==> config.mk <==
export PLATFORM = sky130hd
export DESIGN_NAME = reorder_buffer
export DESIGN_NICKNAME = d
export VERILOG_FILES = /design/src/rtl/rob_pkg.sv /design/src/rtl/rob_ptr.sv /design/src/rtl/rob_store.sv /design/src/rtl/rob_retire.sv /design/src/rtl/reorder_buffer.sv
export SDC_FILE = /design/constraint.sdc
export NUM_CORES = 1
export LEC_CHECK = 0
export ABC_AREA = 1
export BUFFER_PORTS_ARGS = -buffer_cell sky130_fd_sc_hd__buf_2
export CORE_MARGIN = 1.5
export CORE_UTILIZATION = 55
export CTS_BUF_LIST = sky130_fd_sc_hd__clkbuf_8
export DETAILED_ROUTE_END_ITERATION = 12
export HOLD_SLACK_MARGIN = 0.15
export PLACE_DENSITY = 0.73
export SETUP_SLACK_MARGIN = 0.3
export SLEW_MARGIN = 20
export SYNTH_ARGS = -nofsm -noshare
export SYNTH_HDL_FRONTEND = slang
export SYNTH_SLANG_ARGS = --single-unit
==> constraint.sdc <==
create_clock -name clk -period 5.5 [get_ports clk]
set_clock_uncertainty 0.05 [all_clocks]
set_input_delay 0.275 -clock clk [delete_from_list [all_inputs] [get_ports clk]]
set_output_delay 0.275 -clock clk [all_outputs]
set_load 0.02 [all_outputs]
==> src/rtl/rob_pkg.sv <==
package rob_pkg;
    localparam int ROB_DEPTH = 8;
    localparam int TAG_W     = $clog2(ROB_DEPTH);
    localparam int PTR_W     = TAG_W + 1;
    localparam int REG_W     = 5;
    localparam int DATA_W    = 32;
    localparam int PC_W      = 32;

    typedef logic [TAG_W-1:0] tag_t;
    typedef logic [PTR_W-1:0] ptr_t;

    typedef struct packed {
        logic [PC_W-1:0]   pc;
        logic [REG_W-1:0]  dest;
        logic [DATA_W-1:0] value;
        logic              fault;
        logic              mispred;
        logic              done;
    } rob_entry_t;

    function automatic tag_t ptr_idx(input ptr_t p);
        return p[TAG_W-1:0];
    endfunction

    // Same slot index but opposite lap bit: the tail has lapped the head.
    function automatic logic ptr_full(input ptr_t h, input ptr_t t);
        return (h[TAG_W-1:0] == t[TAG_W-1:0]) && (h[TAG_W] != t[TAG_W]);
    endfunction
endpackage

==> src/rtl/rob_ptr.sv <==
module rob_ptr
    import rob_pkg::*;
(
    input  logic clk,
    input  logic rst,
    input  logic step,
    input  logic load,
    input  ptr_t load_val,
    output ptr_t ptr
);
    always_ff @(posedge clk) begin
        if (rst)
            ptr <= '0;
        else if (load)
            ptr <= load_val;
        else if (step)
            ptr <= ptr + 1'b1;
    end
endmodule

==> src/rtl/rob_store.sv <==
module rob_store
    import rob_pkg::*;
(
    input  logic              clk,
    input  logic              rst,
    input  logic              alloc_en,
    input  tag_t              alloc_tag,
    input  logic [PC_W-1:0]   alloc_pc,
    input  logic [REG_W-1:0]  alloc_dest,
    input  logic              wb_en,
    input  tag_t              wb_tag,
    input  logic [DATA_W-1:0] wb_value,
    input  logic              wb_fault,
    input  logic              wb_mispred,
    input  logic              free_en,
    input  tag_t              free_tag,
    input  logic              clear_all,
    input  tag_t              rd_tag,
    output rob_entry_t        rd_entry,
    output logic              rd_valid
);
    rob_entry_t           slots [ROB_DEPTH];
    logic [ROB_DEPTH-1:0] held;

    always_ff @(posedge clk) begin
        if (rst) begin
            held <= '0;
            for (int i = 0; i < ROB_DEPTH; i++)
                slots[i] <= '0;
        end else begin
            for (int i = 0; i < ROB_DEPTH; i++) begin
                if (clear_all)
                    held[i] <= 1'b0;
                else if (alloc_en && alloc_tag == tag_t'(i))
                    held[i] <= 1'b1;
                else if (free_en && free_tag == tag_t'(i))
                    held[i] <= 1'b0;

                if (alloc_en && alloc_tag == tag_t'(i)) begin
                    slots[i].pc      <= alloc_pc;
                    slots[i].dest    <= alloc_dest;
                    slots[i].value   <= '0;
                    slots[i].fault   <= 1'b0;
                    slots[i].mispred <= 1'b0;
                    slots[i].done    <= 1'b0;
                end else if (wb_en && wb_tag == tag_t'(i) && held[i]) begin
                    slots[i].value   <= wb_value;
                    slots[i].fault   <= wb_fault;
                    slots[i].mispred <= wb_mispred;
                    slots[i].done    <= 1'b1;
                end
            end
        end
    end

    assign rd_entry = slots[rd_tag];
    assign rd_valid = held[rd_tag];

    // A freshly allocated slot must not look complete.
    AST_ALLOC_NOT_DONE: assert property (@(posedge clk) disable iff (rst)
        alloc_en |=> !slots[$past(alloc_tag)].done);
endmodule

==> src/rtl/rob_retire.sv <==
module rob_retire
    import rob_pkg::*;
#(
    parameter logic [PC_W-1:0] HANDLER_PC = 32'h0000_0080
)(
    input  rob_entry_t      head,
    input  logic            head_live,
    output logic            commit,
    output logic            fault_go,
    output logic            flush_go,
    output logic [PC_W-1:0] redirect
);
    logic ready;

    always_comb begin
        ready    = head_live && head.done;
        commit   = ready && !head.fault;
        fault_go = ready && head.fault;
        flush_go = fault_go || (commit && head.mispred);
        redirect = fault_go ? HANDLER_PC : head.value;
    end
endmodule

==> src/rtl/reorder_buffer.sv <==
module reorder_buffer
    import rob_pkg::*;
#(
    parameter logic [PC_W-1:0] HANDLER_PC = 32'h0000_0080
)(
    input  logic              clk,
    input  logic              rst,
    input  logic              dispatch_valid,
    input  logic [PC_W-1:0]   dispatch_pc,
    input  logic [REG_W-1:0]  dispatch_dest,
    output logic              dispatch_ready,
    output logic [TAG_W-1:0]  dispatch_tag,
    input  logic              wb_valid,
    input  logic [TAG_W-1:0]  wb_tag,
    input  logic [DATA_W-1:0] wb_value,
    input  logic              wb_fault,
    input  logic              wb_mispredict,
    output logic              retire_valid,
    output logic [REG_W-1:0]  retire_dest,
    output logic [DATA_W-1:0] retire_value,
    output logic              exc_valid,
    output logic [PC_W-1:0]   exc_pc,
    output logic              flush,
    output logic [PC_W-1:0]   redirect_pc
);
    ptr_t       head_ptr, tail_ptr, tail_restart;
    rob_entry_t head_ent;
    logic       head_live, commit, fault_go, flush_go;
    logic       full, alloc, wb_take;

    assign full           = ptr_full(head_ptr, tail_ptr);
    assign dispatch_ready = !full && !flush_go;
    assign alloc          = dispatch_valid && dispatch_ready;
    assign wb_take        = wb_valid && !flush_go;
    // Fault: drop the head too. Mispredict: keep the branch, drop the rest.
    assign tail_restart   = fault_go ? head_ptr : ptr_t'(head_ptr + 1'b1);

    rob_ptr u_head (
        .clk(clk), .rst(rst), .step(commit), .load(1'b0),
        .load_val(head_ptr), .ptr(head_ptr)
    );

    rob_ptr u_tail (
        .clk(clk), .rst(rst), .step(alloc), .load(flush_go),
        .load_val(tail_restart), .ptr(tail_ptr)
    );

    rob_store u_store (
        .clk(clk), .rst(rst),
        .alloc_en(alloc), .alloc_tag(ptr_idx(tail_ptr)),
        .alloc_pc(dispatch_pc), .alloc_dest(dispatch_dest),
        .wb_en(wb_take), .wb_tag(wb_tag), .wb_value(wb_value),
        .wb_fault(wb_fault), .wb_mispred(wb_mispredict),
        .free_en(commit), .free_tag(ptr_idx(head_ptr)),
        .clear_all(flush_go),
        .rd_tag(ptr_idx(head_ptr)), .rd_entry(head_ent), .rd_valid(head_live)
    );

    rob_retire #(.HANDLER_PC(HANDLER_PC)) u_retire (
        .head(head_ent), .head_live(head_live),
        .commit(commit), .fault_go(fault_go), .flush_go(flush_go),
        .redirect(redirect_pc)
    );

    assign dispatch_tag = ptr_idx(tail_ptr);
    assign retire_valid = commit;
    assign retire_dest  = head_ent.dest;
    assign retire_value = head_ent.value;
    assign exc_valid    = fault_go;
    assign exc_pc       = head_ent.pc;
    assign flush        = flush_go;

    AST_FULL_TAIL_HOLDS: assert property (@(posedge clk) disable iff (rst)
        (full && !flush_go) |=> tail_ptr == $past(tail_ptr));
    AST_RETIRE_STEPS: assert property (@(posedge clk) disable iff (rst)
        (retire_valid && !flush) |=> head_ptr == ptr_t'($past(head_ptr) + 1'b1));
    AST_FAULT_EMPTIES: assert property (@(posedge clk) disable iff (rst)
        exc_valid |=> (tail_ptr == head_ptr) && (head_ptr == $past(head_ptr)));
    AST_MISP_SQUASH: assert property (@(posedge clk) disable iff (rst)
        (retire_valid && flush) |=> (tail_ptr == head_ptr) &&
            (head_ptr == ptr_t'($past(head_ptr) + 1'b1)));
    AST_NO_DUAL_OUTCOME: assert property (@(posedge clk) disable iff (rst)
        exc_valid |-> !retire_valid && flush);
endmodule

After elaboration in Yosys (flattened, before gate mapping)
Memory sizes are Yosys's and may differ from the RTL's. A register that Yosys moved wholly into a read port is not among the register bits.
Cells that the tools add are included.

word-level totals
  flip-flop bits (word level) = 16
  RAM bits = 576
  input port bits = 78
  output and inout port bits = 108
  word-level logic and storage cells = 336
  memories kept = 1

operators by class
  add/sub/neg operators = 2
  magnitude comparators = 1
  eq/ne operators = 23
  muxes and demuxes = 162
  bitwise operators = 80
  reduce and logical (&&, ||, !) cells = 57

memories
  name           depth  bits a word  read ports  clocked after memory_dff  write ports  line             text
  u_store.slots  8      72           1           1                         8            rob_store.sv:22  rob_entry_t slots [ROB_DEPTH];

operators with widths
  cell                 count
  $mux 32              25
  $mux 1               123
  $or 1x1->1           80
  $logic_and 1x1->1    40
  $mux 5               8
  $eq 3x3->1 const B   12
  $eq 3x2->1 const B   6
  $reduce_bool 2->1    9
  $mux 4               3
  $eq 3x1->1 const B   3
  $logic_not 3->1      3
  $add 4x1->4 const B  2
  $mux 3               2
  $lt 3x4->1 const B   1
  $bmux 1 s3           1
  $eq 3x3->1           1
  $logic_not 1->1      3
  $reduce_or 2->1      1
  $logic_or 1x1->1     1
  $ne 1x1->1           1

Longest topological paths before layout
Gate-level depths: netlist of the first run.

  depth in word-level cells = 15
  mapped depth = 15
  mapped depth without buffers = 14

Modules after synthesis
Synthesis of the first run repeated with hierarchy kept, for this count alone.

unflattened totals
  cell total of the unflattened synthesis = 3500
  area, all modules = 29439.5 sq um

modules (own cells, without submodules)
  module          times used  cells each  area an instance (sq um)  sequential area each (sq um)
  rob_store       1           3316        28479.8                   17456.7
  rob_ptr         2           35          234.0                     80.1
  rob_retire      1           73          302.8                     0.0
  reorder_buffer  1           41          188.9                     0.0

Worst setup path after synthesis of the first run
No wires, ideal clock.

  path type = flip-flop to flip-flop
  start point = reg u_head.ptr[0]
  end point = mem u_store.slots[4][0] in the netlist's numbering, enable pin
  setup time = 0.588 ns
  data arrival time = 2.509 ns
  required time = 4.862 ns
  path slack = 2.353 ns
  cell stages (with the launch flop) = 9
  path buffers = 3
  period minus slack after synthesis = 3.147 ns
  cell sequence = dfxtp_1 buf_2 xor2_1 nor3_2 inv_2 nand4_2 buf_2 buf_2 nand3_1

RTL lines
  element                 line             text
  start, declared         rob_ptr.sv:9     output ptr_t ptr
  start signal, assigned  rob_ptr.sv:15    ptr <= load_val;
  start signal, assigned  rob_ptr.sv:17    ptr <= ptr + 1'b1;
  end, declared           rob_store.sv:22

==> metrics list, run 1 <==
* Buffers inserted during post-CTS setup optimization: 0
- CTS clk-pin slew, worst paths: 0.06 ns
- Walking the worst path, the cells encountered are buf_4 > nand3_1 > nand2_1 > nand2_1 > nand2_1 > nand3_2 > inv_1 > buf_2.
- Across the run, the number of max-cap violations was 0.
- Cell Pwr Density: about 360 mW/mm^2
* Area added between synthesis and finish: 13.20%
- Mean post-synth cell area: 10.47 sq um
- Dividing the detail-routed wire length by the instance count gives 20.66 um.
* LEAKAGE: between 0.01 and 0.015 uW
- Counting buffers and inverters, the worst setup path is 8 cells deep.
- Total global routing overflow: 0
* Kind of launch point of the worst setup path: register
- Total core area: about 0.05 sq mm
- Final estimated routing congestion in global placement: 0.8944
- Overall die height: 228.2 um
* CP Capture Type: output pin
- The die covers 0.05206 sq mm.
- Of all nets on the critical path, the largest fanout is 49.
- The clock passes through at most 3 buffers.
- Minimum clock period after layout: 4.389 ns
* First-pass GRT wire length: 115.1 mm
* # placed instances: around 3400
* Start-to-end type of the worst setup path: reg2out
- The share of the Yosys chip area taken by registers is 0.6340.
- Net Count, Synth: ~2800
- Core utilization of the finished layout: 0.6304
- Post-cts resize count: 0
* Arrival time at the worst endpoint: about 4.1 ns
- Result of the run: finished clean
* TritonCTS clock tree: done
* VDD IR-drop max: between 0.2 and 0.25 mV
* Violation count after the first detailed-routing iteration: 2556
- # setup viols final: 0
- For this configuration, the core starts out at a cell density of 0.5569.
- H-tree depth: 3
* Count of pins over their slew limit: 0
* Largest net degree at the start of global routing: 190
- DRC Markers: 0
- All-layer global routing usage: 0.2846
- Required time worst endpoint: 5.18 ns
* Max Clk Rate: 227.8 MHz
- For this run, the number of Yosys warnings is 0.
- On the critical path the largest part of the delay comes from simple AND/OR/NAND/NOR gates.
* I/O Pins: 186
- Final TNS setup: 0 ns
- Tightest Pin Transition: 1.074 ns
- Count of vias placed by the detailed router: around 21000
- On the critical path, the stage with the largest delay is an instance of nand3_2.
* Root Buffer Master: clkbuf_8
- Antenna violations before repair: 3
- The filler cells instantiated in the layout total 3986.
- For this run, the number of standard cells in the final layout without fillers is 3618.
- Fraction of final layout cells sized beyond drive strength 1: 0.1899
- Setup repair after global routing left no endpoint under its margin.
- The worst hold path belongs to the class in2reg.
* Worst-case headroom to the max-slew limit: 0.2837
- Of the available clock period, the critical path in the final layout requires 0.7981.
- The via count of the first global-routing pass was 20919.
- Using the TritonRoute via totals, the vias-per-cell ratio works out to a little under 6.
- After detailed routing, the total wire length is about 75 mm.
- Buf/Inv on CP: 3
- The mapped netlist covers 0.02788 sq mm.
- On the worst path, the slowest cell contributes a delay of around 0.83 ns.
- Clock Sink Count: between 500 and 600
- Clock insertion delay at the later pin of the skew report: roughly 0.71 ns
- Antenna-violating nets left: 0
- Counting stages on the worst path, the most repeated cell is nand2_1.
* Cells after synthesis: 2664
- The hold violation total from the final report is 0.
* TritonCTS Buffers: 94
- At the end of the flow, the number of nets in the layout was 2960.
- FF-to-FF path depth: 10
- Placed wire-length estimate after detailed placement: 40.23 mm
* Die outline width: ~230 um
* Iteration count of the initial detailed-routing pass: 6
* Count of state elements after synthesis: 595
* Unique masters post-synth: 36
- Hold Path Depth: 4
- The count of buffers added on input and output ports is 185.
- Num rows: 82
layer usage:
metal	vias to the layer above	part of all wire	GRT usage
met5	-	0	0
met4	0	0.032	0.1240
met3	197	0.10	0.04413
met2	1311	0.48	0.4638
met1	10231	0.39	0.3808
li1	9568	-	-
cells in the mapped netlist, drive strengths merged:
cell    number  share of area
a21oi       14         0.0025
a31oi       68          0.015
buf        107          0.024
clkbuf      88          0.012
dfxtp       19          0.014
edfxtp     576           0.62
ha          12         0.0054
inv        189          0.026
nand2      132          0.019
nand3       40         0.0087
nand4       15         0.0096
nor2       833           0.12
nor3       205          0.057
o211ai       1        0.00027
o21ai      286          0.051
o22ai       70          0.016
o31ai        1        0.00027
or2          1        0.00022
xnor2        4         0.0013
xor2         3        0.00094
worst register-to-register path, cell delays in order (launching register included):
cell and delay, ns:
dfxtp_4 0.46, inv_6 0.56, nand2_1 0.18, nand3_2 0.12
nand3_1 0.07, nand2_1 0.12, nand2_2 0.09, nand3_4 0.35
nand4_4 0.89, nand3_2 0.34, buf_4 0.57
flip-flops by register name (all words and copies together), names as in the netlist, named ones only:
| name | cells |
|---|---|
| u_head.ptr | 4 |
| u_tail.ptr | 4 |
| u_store.slots | 576 |
| u_store.held | 8 |
cells in the final DEF, fill, tap and decap left out, drive strengths merged, types with 4 or more instances in the layout:
cell type    instances
dfxtp               19
nor3               205
nand4               15
xnor2                4
edfxtp             576
ha                  12
clkinv              39
inv                221
nor2               833
a31oi               68
buf                232
nand2              132
a21oi               14
nand3               40
clkbuf              98
o21ai              286
o22ai               70
dlygate4sd3         73
through the flow:
stage	cell area (sq um)	worst slack (ns)	total power (uW)	hold WS, ns
2_1_floorplan	27880	2.353	7107	0.3892
3_3_place_gp	29160	1.562	7865	0.4037
3_5_place_dp	29160	1.432	7912	0.4088
5_1_grt	31560	0.8731	11670	0.3917
4_1_cts	31540	1.137	11260	0.3216
6_report	31560	1.111	11260	0.3620
path summary, 6_finish.rpt:
check	start	to	slack, ns
hold / removal	wb_tag[2]	u_store.slots[4][0]	0.36
setup / recovery	register	exc_valid	1.11
setup reg to reg	register	u_store.slots[1][13]	1.29
hold reg to reg	u_store.held[0]	u_store.held[0]	0.42
cell type report:
cell class	instances	area, sq um	area share
well taps	672	840.8	0.02664
clock inverters	71	291.5	0.009237
repair buffers	305	2085	0.06604
inverters	189	719.4	0.02279
diodes	3	7.507	0.0002378
clock buffers	98	1349	0.04273
multi-input cells	1685	8586	0.2720
flip-flops and latches	595	17680	0.5603
what timing repair did:
| action | CTS | global route |
|---|---|---|
| setup endpoints to repair | 0 | 0 |
| endpoints found under the hold margin | 531 | 0 |
| hold buffers | 73 | 0 |
where the power goes:
part / switching [uW] / internal (uW) / leakage, uW
Combinational: 1740 / 661 / 0.00505
Clock: 1720 / 1640 / 0.000960
Sequential: 134 / 5360 / 0.00614
logic make-up (layout without fill, tap and decap cells):
| kind of cell | Yosys count | count (layout) | share of synthesized area |
|---|---|---|---|
| AOI/OAI and AO/OA | 440 | 440 | 0.08535 |
| xor gates and xnor gates | 7 | 7 | 0.002199 |
| adders and majority gates | 12 | 12 | 0.005385 |
| buffers and inverters | 384 | 663 | 0.06098 |
| DFF | 595 | 595 | 0.6340 |
| other | 0 | 3 | 0 |
| and+or+nand+nor | 1226 | 1226 | 0.2121 |
No activity file was read; power rests on OpenSTA's default activity.
==> run 2: changes to the inputs <==
--- a/config.mk
+++ b/config.mk
@@ -12,7 +12,7 @@
 export CTS_BUF_LIST = sky130_fd_sc_hd__clkbuf_8
 export DETAILED_ROUTE_END_ITERATION = 12
 export HOLD_SLACK_MARGIN = 0.15
-export PLACE_DENSITY = 0.73
+export PLACE_DENSITY = 0.76
 export SETUP_SLACK_MARGIN = 0.3
 export SLEW_MARGIN = 20
 export SYNTH_ARGS = -nofsm -noshare
==> constraint.sdc (replaced) <==
create_clock -name clk -period 3.8 [get_ports clk]
set_clock_uncertainty 0.05 [all_clocks]
set_input_delay 0.19 -clock clk [delete_from_list [all_inputs] [get_ports clk]]
set_output_delay 0.19 -clock clk [all_outputs]
set_load 0.02 [all_outputs]
==> run 2 against run 1 <==
Against the previous run:
- combinational power up 48%
- cell count hardly changed
- sequential cell count did not move
- largest cell class unchanged
- sequential share of layout area fell by 0.66 points
- critical endpoint is now redirect_pc[17]
- routed wire length fell by 2.6%
- final area rose by 1.2%
- die area did not move
- core utilization up 0.75 points
- hold slack lost 0.15 ns
- critical path depth grew 1
==> metrics list, run 2 (synthesis results as in run 1) <==
* Count of pins over their slew limit: 0
- TritonCTS Buffers: between 90 and 100
- The largest registers in the layout are u_store.slots: 576 flops, u_store.held: 8 flops.
- TritonCTS clock tree: done
- Reg2Reg Capture Point: u_store.slots[6][30]
- Of the cells placed in the final design, the portion with a size suffix greater than 1 is 0.1931.
- Worst-case headroom to the max-slew limit: 0.4878
- Max reg flops: between 500 and 600
* CTS clk-pin slew, worst paths: 0.06 ns
- Vias/cell: 5.812
- The hold violation total from the final report is 0.
- IR analysis of the VDD net gives a maximum drop of 0.2935 mV.
- The internal portion of the total power is about 11000 uW.
- The pre-antenna-repair detailed-routing pass consisted of 6 iterations.
* H-tree depth: 3
- Total core area: 0.05007 sq mm
- Placed Area: 0.02948 sq mm
- Static timing analysis puts the maximum clock frequency at 295.7 MHz.
* Unrepaired setup endpoints after global routing: no
- Antenna violations before repair: 2
- With fillers left out, the area of the finished cells amounts to 0.03194 sq mm.
- In this run the clock root is driven by a clkbuf_8.
* Detail-routed net length per standard cell: 20.11 um
- The clock net in this run drives a total of slightly below 600 sinks.
- Commonest non-fill, non-tap cells in the layout: nor2_1 (774), edfxtp_1 (576), o21ai_0 (285)
* Critical Path, Cell by Cell: inv_4 > clkbuf_8 > o21ai_0 > o22ai_1 > nor2_1 > a31oi_1 > nand2_1 > inv_1 > buf_2
* Total Nets Final: 2969
- The worst setup path is of the reg2out kind.
- The initial utilization of the core area, before any placement, comes to 0.5569.
* Clock Tree Buf Depth: 3
- STA classifies the critical path startpoint as a register.
* Number of global-route vias before repair: 20513
- Count of vias placed by the detailed router: 21041
* Reported max-cap violation count: 0
- The routed design has 72.80 mm of wire.
* All-layer global routing usage: 0.2755
* # setup viols final: 0
- Power after layout: approximately 16000 uW
- Largest net degree at the start of global routing: 169
- Area added between synthesis and finish: 14.54%
* Worst Hold Path EP: u_store.slots[4][1]
* Clock insertion delay at the later pin of the skew report: 0.70 ns
* Kind of path behind the tightest hold check: in2reg
- Sw power: ~5200 uW
* Final estimated routing congestion in global placement: 0.8696
- The detailed router finished its first iteration with roughly 2700 violations.
* LEAKAGE: 0.01232 uW
* Critical path fanouts, max: 86
- The share of total power dissipated in sequential elements is 0.483.
* Hold Crit Start: wb_tag[2]
- Cell Pwr Density: slightly above 500 mW/mm^2
* CP Capture Type: output pin
- Buf/Inv on CP: 4
* Die outline width: 228.2 um
- Tightest Pin Transition: 0.7672 ns
- First-pass GRT wire length: around 110 mm
* Slack of the worst reg-to-reg path: 0.54 ns
* Top delay family on crit path: buffers and inverters
- Number of inserted filler cells in the final layout: 3856
- Of the total power, the share spent switching nets is 0.3166.
* Placed wire-length estimate after detailed placement: 40.15 mm
- I/O Pins: 186
- Measured along the y axis, the die boundary spans 228.2 um.
* Num rows: 82
- Count of port buffers added during placement: 185
- Minimum clock period after layout: between 3 and 4 ns
- Share of the clock period used by the worst path: 0.8901
- Cell type of the slowest stage on the worst timing path: clkbuf_8
- For the final routed database, the setup TNS stands at 0 ns.
- The number of cells on the worst reg-to-reg path is 12.
* Fraction of power consumed by the clock network: 0.302
- Worst setup slack after placement: 0.6366 ns
- After global routing the overflow that remains totals 0.
- On the worst path, the slowest cell contributes a delay of 0.56 ns.
* DIE AREA: 0.05206 sq mm
* Buffers inserted during post-CTS setup optimization: 0
- Worst-case setup margin in the final layout: approximately 0.42 ns
- DRC Markers: 0
* Arrival time at the worst endpoint: 3.14 ns
* Required time worst endpoint: 3.56 ns
- Reg with most FFs: u_store.slots
- Commonest non-fill, non-tap cell in the layout: nor2_1
* Hold Path Depth: 4
* Result of the run: finished clean
- Antenna-violating nets left: 0
- The share of total power dissipated in combinational logic is 0.215.
-- run 2: cell count changes in the layout (fill, tap and decap cells not counted), moves of 2 or more --
cell,previous run,this run
clkbuf_8,98,95
buf_4,41,27
bufinv_16,0,2
inv_8,1,3
buf_12,6,24
clkinv_8,0,2
clkinv_1,29,19
clkinv_2,10,8
inv_1,214,218
diode_2,3,1
buf_6,0,2
-- run 2: worst register-to-register path: cells and delay by family, from the launching register on --
family	cells	cell delay (ns)
and+or+nand+nor	10	1.59
DFF	1	0.53
buffers and inverters	2	0.71
-- run 2: cell type report --
type / count / area, sq um / area share
Antenna cell: 1 / 2.502 / 0.00007835
Multi-Input combinational cell: 1685 / 8586 / 0.2688
Timing Repair Buffer: 314 / 2429 / 0.07604
Tap cell: 672 / 840.8 / 0.02633
Clock inverter: 70 / 381.6 / 0.01195
Inverter: 189 / 719.4 / 0.02253
Sequential cell: 595 / 17680 / 0.5537
Clock buffer: 94 / 1294 / 0.04051
-- run 2: worst max path at each step --
stage	startpoint	endpoint	depth (start not counted)
2_1_floorplan	u_head.ptr[0]	u_store.slots[4][0]	8
3_3_place_gp	register	u_store.slots[6][12]	12
3_5_place_dp	register	u_store.slots[6][11]	12
4_1_cts	register	redirect_pc[26]	9
5_1_grt	register	redirect_pc[17]	9
6_report	register	redirect_pc[17]	9
-- run 2: per-stage QoR --
stage / cells / utilization / hold slack [ns]
floorplan: 2664 / - / 0.3860
global placement: 3381 / 0.5888 / 0.4055
detailed placement: 3381 / 0.5888 / 0.4020
CTS: 3618 / 0.6370 / 0.1578
global route: 3620 / 0.6379 / 0.2104
finish: 3620 / 0.6379 / 0.2091
-- run 2: timing repair --
action / CTS / global route
gates cloned: 0 / 1
hold buffers: 73 / 0
endpoints found under the hold margin: 579 / 0
endpoints found under the setup margin: 20 / 14
gates resized for setup: 2 / 3
-- run 2: power by group through the flow --
stage,sequential [uW],combinational [uW],clock (uW)
after floorplan,7990,2290,0
after global placement,8040,3380,0
after detailed placement,8060,3440,0
after CTS,7930,3510,4980
after global routing,7970,3820,5250
final,7930,3540,4960
-- run 2: metal layers --
layer  GRT usage  share of wire
met1      0.3659           0.39
met2      0.4556           0.49
met3     0.04200          0.094
met4      0.1140          0.032
met5           0       0.000096
